`config.mk`:
```
export PLATFORM = sky130hd
export DESIGN_NAME = sx_widen_unit
export DESIGN_NICKNAME = d
export VERILOG_FILES = /design/src/rtl/sx_widen_pkg.sv /design/src/rtl/sx_lane_extend.sv /design/src/rtl/sx_rule_check.sv /design/src/rtl/sx_widen_unit.sv
export SDC_FILE = /design/constraint.sdc
export NUM_CORES = 1
export LEC_CHECK = 0
export BUFFER_PORTS_ARGS = -buffer_cell sky130_fd_sc_hd__buf_4
export CAP_MARGIN = 10
export CORE_AREA = 2 2 256 258
export CTS_BUF_LIST = sky130_fd_sc_hd__clkbuf_4
export DETAILED_ROUTE_END_ITERATION = 8
export DIE_AREA = 0 0 258 260
export GPL_TIMING_DRIVEN = 0
export SETUP_SLACK_MARGIN = 0.02
export SLEW_MARGIN = 20
export SYNTH_ARGS = -nofsm -noshare
export SYNTH_HDL_FRONTEND = slang
export SYNTH_SLANG_ARGS = --single-unit
```
`constraint.sdc`:
```
create_clock -name clk -period 2.5 [get_ports clk]
set_clock_uncertainty 0.1 [all_clocks]
set_input_delay 0.25 -clock clk [delete_from_list [all_inputs] [get_ports clk]]
set_output_delay 0.25 -clock clk [all_outputs]
set_load 0.02 [all_outputs]
```
`src/rtl/sx_widen_pkg.sv`:
```
package sx_widen_pkg;
   localparam int unsigned OPC_W   = 3;
   localparam int unsigned ENC_W   = 2;
   localparam int unsigned N_MODES = 6;

   typedef enum logic [ENC_W-1:0] {
      ENC_LEG128 = 2'd0,
      ENC_NEW128 = 2'd1,
      ENC_NEW256 = 2'd2,
      ENC_RSVD   = 2'd3
   } enc_class_e;

   // source element width for a selector value
   function automatic int unsigned sx_src_w(input int unsigned m);
      if (m >= 5) return 32;
      else if (m >= 3) return 16;
      else return 8;
   endfunction

   // destination element width for a selector value
   function automatic int unsigned sx_dst_w(input int unsigned m);
      case (m)
         0: return 16;
         1: return 32;
         3: return 32;
         default: return 64;
      endcase
   endfunction
endpackage

```
`src/rtl/sx_lane_extend.sv`:
```
module sx_lane_extend
   import sx_widen_pkg::*;
#(
   parameter int unsigned LANE_W = 128
) (
   input  logic [OPC_W-1:0]    mode,
   input  logic [LANE_W/2-1:0] seg,
   output logic [LANE_W-1:0]   wide
);
   localparam int unsigned HALF_W = LANE_W / 2;

   logic [N_MODES-1:0][LANE_W-1:0] cand;

   // one candidate per width pairing, each element sign-extended
   for (genvar m = 0; m < N_MODES; m++) begin : g_mode
      localparam int unsigned SW = sx_src_w(m);
      localparam int unsigned DW = sx_dst_w(m);
      localparam int unsigned NE = LANE_W / DW;
      for (genvar e = 0; e < NE; e++) begin : g_elem
         assign cand[m][e*DW +: DW] = {{(DW-SW){seg[e*SW+SW-1]}}, seg[e*SW +: SW]};
      end
   end

   always_comb begin
      wide = '0;
      for (int m = 0; m < N_MODES; m++)
         if (mode == OPC_W'(m)) wide = cand[m];
   end

   if (HALF_W * 2 != LANE_W) begin : g_bad_lane
      $error("sx_lane_extend: LANE_W must be even");
   end
endmodule

```
`src/rtl/sx_rule_check.sv`:
```
module sx_rule_check
   import sx_widen_pkg::*;
#(
   parameter int unsigned XREG_W = 4
) (
   input  logic [OPC_W-1:0]  opc_lo,
   input  logic [ENC_W-1:0]  enc_class,
   input  logic              vlen,
   input  logic [XREG_W-1:0] xreg,
   output logic              undef
);
   localparam logic [XREG_W-1:0] XREG_OK = '1;

   logic bad_opc, bad_enc;

   always_comb begin
      bad_opc = (opc_lo >= OPC_W'(N_MODES));
      case (enc_class_e'(enc_class))
         ENC_LEG128: bad_enc = 1'b0;
         ENC_NEW128: bad_enc = (xreg != XREG_OK) || vlen;
         ENC_NEW256: bad_enc = (xreg != XREG_OK);
         default:    bad_enc = 1'b1;
      endcase
      undef = bad_opc || bad_enc;
   end
endmodule

```
`src/rtl/sx_widen_unit.sv`:
```
module sx_widen_unit
   import sx_widen_pkg::*;
#(
   parameter int unsigned LANE_W = 128,
   parameter int unsigned XREG_W = 4
) (
   input  logic                clk,
   input  logic                rst,
   input  logic                in_valid,
   input  logic [2:0]          opc_lo,
   input  logic [1:0]          enc_class,
   input  logic                vlen,
   input  logic [XREG_W-1:0]   xreg,
   input  logic [LANE_W-1:0]   src,
   input  logic [2*LANE_W-1:0] dst_cur,
   output logic                out_valid,
   output logic [2*LANE_W-1:0] out_result,
   output logic                out_we,
   output logic                out_undef
);
   localparam int unsigned DST_W  = 2 * LANE_W;
   localparam int unsigned HALF_W = LANE_W / 2;

   if (LANE_W < 64 || (LANE_W % 64) != 0) begin : g_bad_lane
      $error("sx_widen_unit: LANE_W must be a multiple of 64");
   end
   if (XREG_W < 1) begin : g_bad_xreg
      $error("sx_widen_unit: XREG_W must be at least 1");
   end
   if (OPC_W != 3) begin : g_bad_opc
      $error("sx_widen_unit: selector port assumes OPC_W of 3");
   end

   logic [HALF_W-1:0]               seg_lo, seg_hi;
   logic [N_MODES-1:0][HALF_W-1:0]  hi_cand;
   logic [LANE_W-1:0]               wide_lo, wide_hi, upper_next;
   logic [DST_W-1:0]                res_next;
   logic                            undef_c;

   assign seg_lo = src[HALF_W-1:0];

   // high-lane window starts where the low lane stopped consuming source
   for (genvar m = 0; m < N_MODES; m++) begin : g_hi_win
      localparam int unsigned SKIP = LANE_W * sx_src_w(m) / sx_dst_w(m);
      assign hi_cand[m] = src[SKIP +: HALF_W];
   end

   always_comb begin
      seg_hi = '0;
      for (int m = 0; m < N_MODES; m++)
         if (opc_lo == OPC_W'(m)) seg_hi = hi_cand[m];
   end

   sx_lane_extend #(.LANE_W(LANE_W)) u_lane_lo (
      .mode(opc_lo), .seg(seg_lo), .wide(wide_lo)
   );

   sx_lane_extend #(.LANE_W(LANE_W)) u_lane_hi (
      .mode(opc_lo), .seg(seg_hi), .wide(wide_hi)
   );

   sx_rule_check #(.XREG_W(XREG_W)) u_rules (
      .opc_lo(opc_lo), .enc_class(enc_class), .vlen(vlen),
      .xreg(xreg), .undef(undef_c)
   );

   always_comb begin
      case (enc_class_e'(enc_class))
         ENC_NEW128: upper_next = '0;
         ENC_NEW256: upper_next = wide_hi;
         default:    upper_next = dst_cur[DST_W-1:LANE_W];
      endcase
      res_next = undef_c ? dst_cur : {upper_next, wide_lo};
   end

   always_ff @(posedge clk) begin
      if (rst) begin
         out_valid  <= 1'b0;
         out_we     <= 1'b0;
         out_undef  <= 1'b0;
         out_result <= '0;
      end else begin
         out_valid <= in_valid;
         if (in_valid) begin
            out_result <= res_next;
            out_we     <= !undef_c;
            out_undef  <= undef_c;
         end
      end
   end

   // reset clears the output valid
   p_reset_clear_r1: assert property (@(posedge clk) rst |=> !out_valid && !out_we && !out_undef);

   // one valid out for each valid in, one cycle later
   p_valid_follow_r2: assert property (@(posedge clk) disable iff (rst) in_valid |=> out_valid);
   p_valid_quiet_r2:  assert property (@(posedge clk) disable iff (rst) !in_valid |=> !out_valid);

   // legacy class passes the upper half through
   p_legacy_upper_r4: assert property (@(posedge clk) disable iff (rst)
      (in_valid && enc_class == 2'd0) |=> out_result[DST_W-1:LANE_W] == $past(dst_cur[DST_W-1:LANE_W]));

   // new 128 class clears the upper half when defined
   p_new128_zero_r5: assert property (@(posedge clk) disable iff (rst)
      (in_valid && enc_class == 2'd1 && !vlen && xreg == '1 && opc_lo < 3'd6)
      |=> out_result[DST_W-1:LANE_W] == '0);

   // vector-length bit set under new 128 class is undefined
   p_vlen_undef_r8: assert property (@(posedge clk) disable iff (rst)
      (in_valid && enc_class == 2'd1 && vlen) |=> out_undef);

   // reserved selectors and class raise the flag
   p_rsvd_undef_r9: assert property (@(posedge clk) disable iff (rst)
      (in_valid && (opc_lo > 3'd5 || enc_class == 2'd3)) |=> out_undef);

   // flag and write-enable are exclusive, undefined keeps destination
   p_we_excl_r10: assert property (@(posedge clk) disable iff (rst)
      out_valid |-> (out_we != out_undef));
   p_undef_keep_r10: assert property (@(posedge clk) disable iff (rst)
      (in_valid && opc_lo > 3'd5) |=> out_result == $past(dst_cur) && !out_we);
endmodule

```
* Word level (Yosys, flattened, before mapping)
Cells that the tools add are included.
** Cells by class
- Reductions and logical operators :: 5
- Multiply operators :: 0
- $add $sub $neg :: 0
- Shifts and indexed selects :: 0
- Divide/modulo/power cells :: 0
- Mux-type cells :: 20
- Eq/ne operators :: 8
- Bitwise gates (word level) :: 0
- Magnitude comparators :: 1
** Operators by type and width (count)
- $mux W128 :: 12
- $mux W64 :: 5
- $mux W256 :: 1
- $pmux W128 S2 :: 1
- $eq A3 B2 Y1 const B :: 2
- $eq A3 B3 Y1 const B :: 2
- $ne A4 B4 Y1 const B :: 1
- $eq A3 B1 Y1 const B :: 1
- $ge A3 B3 Y1 const B :: 1
- $logic_not A3 Y1 :: 1
- $pmux W1 S3 :: 1
- $eq A2 B1 Y1 const B :: 1
- $eq A2 B2 Y1 const B :: 1
- $logic_not A2 Y1 :: 1
- $logic_or A1 B1 Y1 :: 2
- $logic_not A1 Y1 :: 1
** Word-level totals
- Word-level logic and storage cells :: 38
- Latch bits :: 0
- Memories :: 0
- Flip-flop bits (word level) :: 259
- Memory bits (writable) :: 0
- Output and inout port bits :: 259
- Input bits :: 397
- Memory bits (read-only) :: 0

* Longest topological paths before layout
Gate-level depths: netlist of run 1.
- Word-level depth :: 14
- Gate-level depth with buffers :: 10
- Depth with buffers taken out :: 7

* Cells and area by module
From an unflattened synthesis of run 1, not the netlist that was laid out.
** Unflattened totals
- Cells, all modules :: 2521
- Area, all modules :: 20276.9 µm²
** By module, submodules not included
- sx_widen_unit :: seq. area each 5185.0 µm², area each 15339.7 µm², instances 1, cells an instance 1704
- sx_lane_extend :: seq. area each 0.0 µm², area each 2454.9 µm², instances 2, cells an instance 406
- sx_rule_check :: seq. area each 0.0 µm², area each 27.5 µm², instances 1, cells an instance 5

* Worst setup path before layout of run 1
OpenSTA, ideal clock, no wires.
- Path type :: input port to flip-flop
- Start point :: in enc_class[0]
- End point :: reg out_result[160]
- Path buffers :: 2
- Cell stages on the path :: 9
- Required time :: 2312 ps
- Data arrival time :: 2198 ps
- Path slack :: 114 ps
- Setup time :: 88 ps
- Cell sequence :: inv_1 > ha_1 > or2_2 > a211o_1 > buf_2 > or3_1 > buf_2 > a221o_1 > a311oi_2
** Between the ends
- Word-level cells in the longest chain between the ends :: 4
- Elaborated cells on any way between the ends :: 7
- Those cells by class :: eq/ne (2); mux (3); reduce/logical (2)
** Ends and longest elaborated chain
- start, declared :: line sx_widen_unit.sv:11 : input logic [1:0] enc_class,
- $eq A2 B2 Y1 (tied with other cells) :: line sx_rule_check.sv:18, sx_widen_unit.sv:68
- $pmux W1 S3 :: line sx_rule_check.sv:18 : case (enc_class_e'(enc_class))
- $logic_or A1 B1 Y1 :: line sx_rule_check.sv:24 : undef = bad_opc || bad_enc;
- $mux W256 * :: line sx_widen_unit.sv:73 : res_next = undef_c ? dst_cur : {upper_next, wide_lo};
- end signal, assigned :: line sx_widen_unit.sv:85 : out_result <= res_next;
- end, declared :: line sx_widen_unit.sv:17 : output logic [2*LANE_W-1:0] out_result,
Mark *: on every way between the ends. The rest lies on a longest branch, timed or not.
A chain may end at the register's enable or synchronous reset.

==> reports/results.ini, run 1 <==
[power_and_ir_drop]
peakVddDrop_v=0.000276
power_frac_clock_pct=32.3
p_switching_uw=4860
leakagePower_uw=0.0111
pwr-share-comb_pct=32.7
powerDensity_mw_per_mm2=515
seq_power_share_pct=35.0
total_power_uw=13300
p_int_uw=8420
p_sw_share_pct=36.6

[placed_design]
place_congestion=0.984
place_area_mm2=0.0207
port_buffers=652
place_ws_ns=-1.46
dp_hpwl_mm=85.2

[timing]
worstMarginPinSlew_ns=1.12
finalHoldWorstSlack_ns=0.0770
finalCriticalPeriod_ns=2.52
setup_viol=1
hold_viol_final=0
min_period_over_period_pct=101
slew_headroom_pct=24.7
final_max_slew_viol_count=0
rsz0062_at_grt=yes
setup_ws_ns=-0.0154
fmax_ghz=0.398

[floorplanning]
start_util_pct=22.9
die_w_um=258
num_rows=93
die_h_um=260
coreArea_mm2=0.0641
io_pins=656
dieArea_mm2=0.0671

[worst_setup_path]
cp.arrival_ns=3.24
cp.required_ns=3.22
critPathLaunchType=primary input
r2r_slack_ns=0.89
critPathCaptureType=flip-flop
critPathMaxFanout=10
crit_type=in -> reg

[cells_and_area]
multi_input_area_mm2=0.00868
regArea_mm2=0.00518
fill_cells=6631
drive_gt1_share_pct=27.2
syn_to_final_growth_pct=75.3
nNetsFinal=3503
stdcell_area_mm2=0.0258

[logic_synthesis]
yosys.cell_types.count=60
ys_warn_count=0
synth_top_cell_by_area=dfxtp_1
netlist_instances=1971
synth_most_common_cell=dfxtp_1
synthFlopType=dfxtp_1
netlist_top_cells_count=dfxtp_1 (259), a21oi_1 (249), nor2_1 (213), o21ai_0 (174), nand2_1 (164)
ys_seq_area_share_pct=35.2
synth_area_leaders=dfxtp_1 (35%), a21oi_1 (8.5%), o21ai_0 (5.9%), nor2_1 (5.4%), a211oi_1 (4.5%)
netlist.area_leader.share_pct=35.2
synth_fp_nets=2371
synth-seq-cells=259
synth_area_per_cell_um2=7.46
synth_edf_count=0
async_reset_ff_share_pct=0
syn-cell-area_mm2=0.0147

[run_status]
violations=setup timing
status=complete, but fails checks

[drt]
drc=0
wl_per_cell_um=27.2
antenna_left=0
firstDrtPassIters=5
vias_per_cell=5.34
drt_wl_total_mm=110
drt_first_iter_violations=2254
vias=21544

[cts]
clk_latency_ns=0.85
cts_num_sinks=259
cts_tree=done
htreeDepth=3
cts_made_buffers=80
clkTransAtPathRegs_ns=0.08
cts-root-buf=clkbuf_4
clockBufferDepth=3

[global_route]
grt_pass1_vias=21176
grt_max_degree=13
grt.overflow.total=0
grt_pass1_wl_mm=151
antenna_found_initial=25
grt_usage_pct=31.2

[min_path]
hold_class=in -> reg

[run]
drv_cap=0

[cell families after synthesis]
logic type	count (synthesis)	synth area share (%)
AOI/OAI and AO/OA	807	35.6
xor gates and xnor gates	1	0.0595
adders and majority gates	3	0.255
buffers and inverters	237	6.29
DFF	259	35.2
muxes	40	2.78
and+or+nand+nor	624	19.8
[critical path: stages]
cell             delay (ns)
buf_4                  0.10
clkdlybuf4s15_1        0.76
clkbuf_1               0.61
clkbuf_1               0.64
nor2_1                 0.11
a211oi_1               0.17
dlygate4sd3_1          0.58
[worst paths after layout]
| check | end | from | depth (start not counted) |
|---|---|---|---|
| max | out_result[222] | in_valid | 7 |
| min | out_result[193] | src[97] | 5 |
| max reg2reg | out_result[86] | out_result[86] | 4 |
| min reg2reg | out_result[34] | out_result[34] | 1 |
[cell type report]
type                       count  area share [%]
antenna                       24           0.233
buffer                       205            3.24
clock buffer                 109            3.17
clock inverter                26           0.577
inverter                      32           0.466
multi-input combinational   1475            33.7
sequential                   259            20.1
tap                          855            4.15
timing repair buffer        1050            34.4
[cells in the final DEF (no fill, tap or decap), drive strengths merged, types with 33 or more instances in the layout]
cell and n:
a211oi 88, a21oi 249, a221oi 36, a311oi 60, and3 61, buf 702
clkbuf 264, dfxtp 259, dlygate4sd3 397, inv 33, mux2i 33, nand2 164
nor2 213, nor3 65, o21ai 179
[per-layer routing]
metal | wire length, um | global-route usage, %
met4 | 4420 | 12.6
met3 | 9080 | 7.84
met1 | 44700 | 38.2
met5 | 99 | 0
met2 | 51600 | 52.2
[per-stage QoR]
step           instances  util (%)  setup TNS [ns]
2_1_floorplan       1971         -               0
3_3_place_gp        3478      32.2         -208.95
3_5_place_dp        3479      32.3         -204.20
4_1_cts             4010      40.0               0
5_1_grt             4028      40.2        -0.00115
6_report            4035      40.2         -0.0154
[power groups by stage]
stage	Sequential (uW)	Clock [uW]	Combinational, uW
after floorplan	5100	0	1330
after global placement	4720	0	3670
after detailed placement	4730	0	3690
after CTS	4640	4370	4260
after global routing	4680	4600	4560
final	4650	4280	4340
[timing repair]
| item | in CTS | in global routing |
|---|---|---|
| gates resized for setup | 11 | 25 |
| hold buffers | 396 | 1 |
| endpoints found under the setup margin | 96 | 60 |
| setup buffers | 0 | 0 |
| hold endpoints to repair | 256 | 1 |
[state kept, by name, summed over array words and instances, names as in the netlist]
signal,cells
out_result,256
out_valid,1
out_we,1
out_undef,1
(Power assumes the default switching activity.)
==> run 2: changes to the inputs <==
--- a/config.mk
+++ b/config.mk
@@ -7,12 +7,12 @@
 export LEC_CHECK = 0
 export BUFFER_PORTS_ARGS = -buffer_cell sky130_fd_sc_hd__buf_4
 export CAP_MARGIN = 10
-export CORE_AREA = 2 2 256 258
+export CORE_AREA = 5 5 251 253
 export CTS_BUF_LIST = sky130_fd_sc_hd__clkbuf_4
 export DETAILED_ROUTE_END_ITERATION = 8
-export DIE_AREA = 0 0 258 260
+export DIE_AREA = 0 0 256 258
 export GPL_TIMING_DRIVEN = 0
-export SETUP_SLACK_MARGIN = 0.02
+export SETUP_SLACK_MARGIN = 0.2
 export SLEW_MARGIN = 20
 export SYNTH_ARGS = -nofsm -noshare
 export SYNTH_HDL_FRONTEND = slang
==> run 2 against run 1 <==
- clock power is essentially flat
- utilization rose by 2.0 points
- global-route usage shrank 0.26 points
- non-clock buffer count decreased by 7
- the run now ends clean
- critical endpoint is now out_result[204]
==> reports/results.ini, run 2 (synthesis gave the netlist of run 1 again) <==
[min_path]
whs_path_depth=5
hold_class=in -> reg

[cells_and_area]
syn_to_final_growth_pct=74.6
fill_cells=6290
final-instance-count-excl-fill=3956
nNetsFinal=3496
drive_gt1_share_pct=27.4
stdcell_area_mm2=0.0257
layout_commonest_cell=buf_4
final_cell_mix=buf_4 (653), dlygate4sd3_1 (391), dfxtp_1 (259), a21oi_1 (247), nor2_1 (210)
top_register=out_result
largest_reg_flops=256

[timing]
final_max_slew_viol_count=0
worstMarginPinSlew_ns=1.16
min_period_over_period_pct=94.4
rsz0062_at_grt=yes
setup_ws_ns=0.141
setup_viol=0
fmax_ghz=0.424
slew_headroom_pct=22.9
hold_viol_final=0
finalCriticalPeriod_ns=2.36

[floorplanning]
io_pins=656
dieArea_mm2=0.0660
coreArea_mm2=0.0608
num_rows=91
die_w_um=256
start_util_pct=24.2
die_h_um=258

[worst_setup_path]
crit_slowest_cell=a221oi_1
crit_buf_inv=6
critPathCaptureType=flip-flop
path_cells=buf_4 -> buf_2 -> buf_2 -> buf_2 -> buf_1 -> clkbuf_2 -> o22ai_1 -> a221oi_1 -> nor3_1
cp_common_cell=buf_2
cp.required_ns=3.09
cp.arrival_ns=2.95
critPathMaxStageDelay_ns=0.55
reg2regPathDepth=4
path_delay_family=buffers and inverters
critPathMaxFanout=10
crit_type=in -> reg
cp.depth=9
critPathLaunchType=primary input

[global_route]
grt_pass1_wl_mm=152
grt.overflow.total=0
antenna_found_initial=26
grt_pass1_vias=21292
grt_max_degree=12
grt_usage_pct=30.9

[drt]
drt_first_iter_violations=2170
drt_wl_total_mm=109
firstDrtPassIters=6
antenna_left=0
vias_per_cell=5.43
drc=0
wl_per_cell_um=27.5
vias=21463

[placed_design]
dp_hpwl_mm=84.5
place_ws_ns=-1.20
place_inst=3413
port_buffers=652
place_area_mm2=0.0206
place_congestion=0.986

[cts]
htreeDepth=3
clkTransAtPathRegs_ns=0.06
cts_made_buffers=80
clockBufferDepth=3
cts_tree=done
cts-root-buf=clkbuf_4
post_cts_buffers=0
clk_latency_ns=0.80
cts_num_sinks=259

[power_and_ir_drop]
leakagePower_uw=0.0111
powerDensity_mw_per_mm2=515
peakVddDrop_v=0.000330

[run_status]
status=finished, final reports clean

[run]
drv_cap=0

==> run 2: cell type report <==
cell class | instances | area (um2) | share of cell area (%)
repair buffers | 1043 | 8810 | 34.3
flip-flops and latches | 259 | 5180 | 20.2
clock buffers | 108 | 811 | 3.16
inverters | 32 | 120 | 0.468
multi-input cells | 1475 | 8720 | 34.0
well taps | 790 | 988 | 3.85
diodes | 25 | 62.6 | 0.244
clock inverters | 19 | 136 | 0.531
plain buffers | 205 | 848 | 3.30
==> run 2: per-layer routing <==
layer	up-vias	global-route usage (%)	share of wire, %
met3	264	7.12	7.8
met4	12	11.1	4.2
met1	10324	39.1	41
li1	9618	-	-
met2	1245	51.9	47
met5	-	0	0.074
==> run 2: per-stage QoR <==
stage / utilization (%) / power [uW] / hold WS (ns) / TNS [ns]
5_1_grt: 42.2 / 13800 / 0.0344 / 0
3_5_place_dp: 33.9 / 8410 / 0.340 / -163.14
3_3_place_gp: 33.9 / 8380 / 0.335 / -167.78
6_report: 42.2 / 13200 / 0.0666 / 0
2_1_floorplan: - / 6440 / 0.291 / 0
4_1_cts: 42.0 / 13200 / 0.0218 / 0
==> run 2: report_power, final <==
group          total, uW  switching [uW]  internal [uW]
clock network       4250            2070           2190
registers           4650             190           4460
logic               4330            2500           1830
==> run 2: final timing paths <==
kind,from,endpoint,slack [ns]
max reg2reg,out_result[86],out_result[86],0.91
max,opc_lo[2],out_result[204],0.14
min reg2reg,out_result[35],out_result[35],0.35
min,src[69],out_result[133],0.07
==> run 2: timing repair <==
item,CTS,global route
endpoints found under the setup margin,111,67
hold buffers,391,0
cloned,0,0
resized for setup,14,34
hold endpoints to repair,256,0
==> run 2: worst min-delay path, stage by stage <==
cell      delay [ns]
buf_4           0.10
a21oi_1         0.07
o32ai_1         0.26
a221oi_2        0.15
nor3_1          0.12
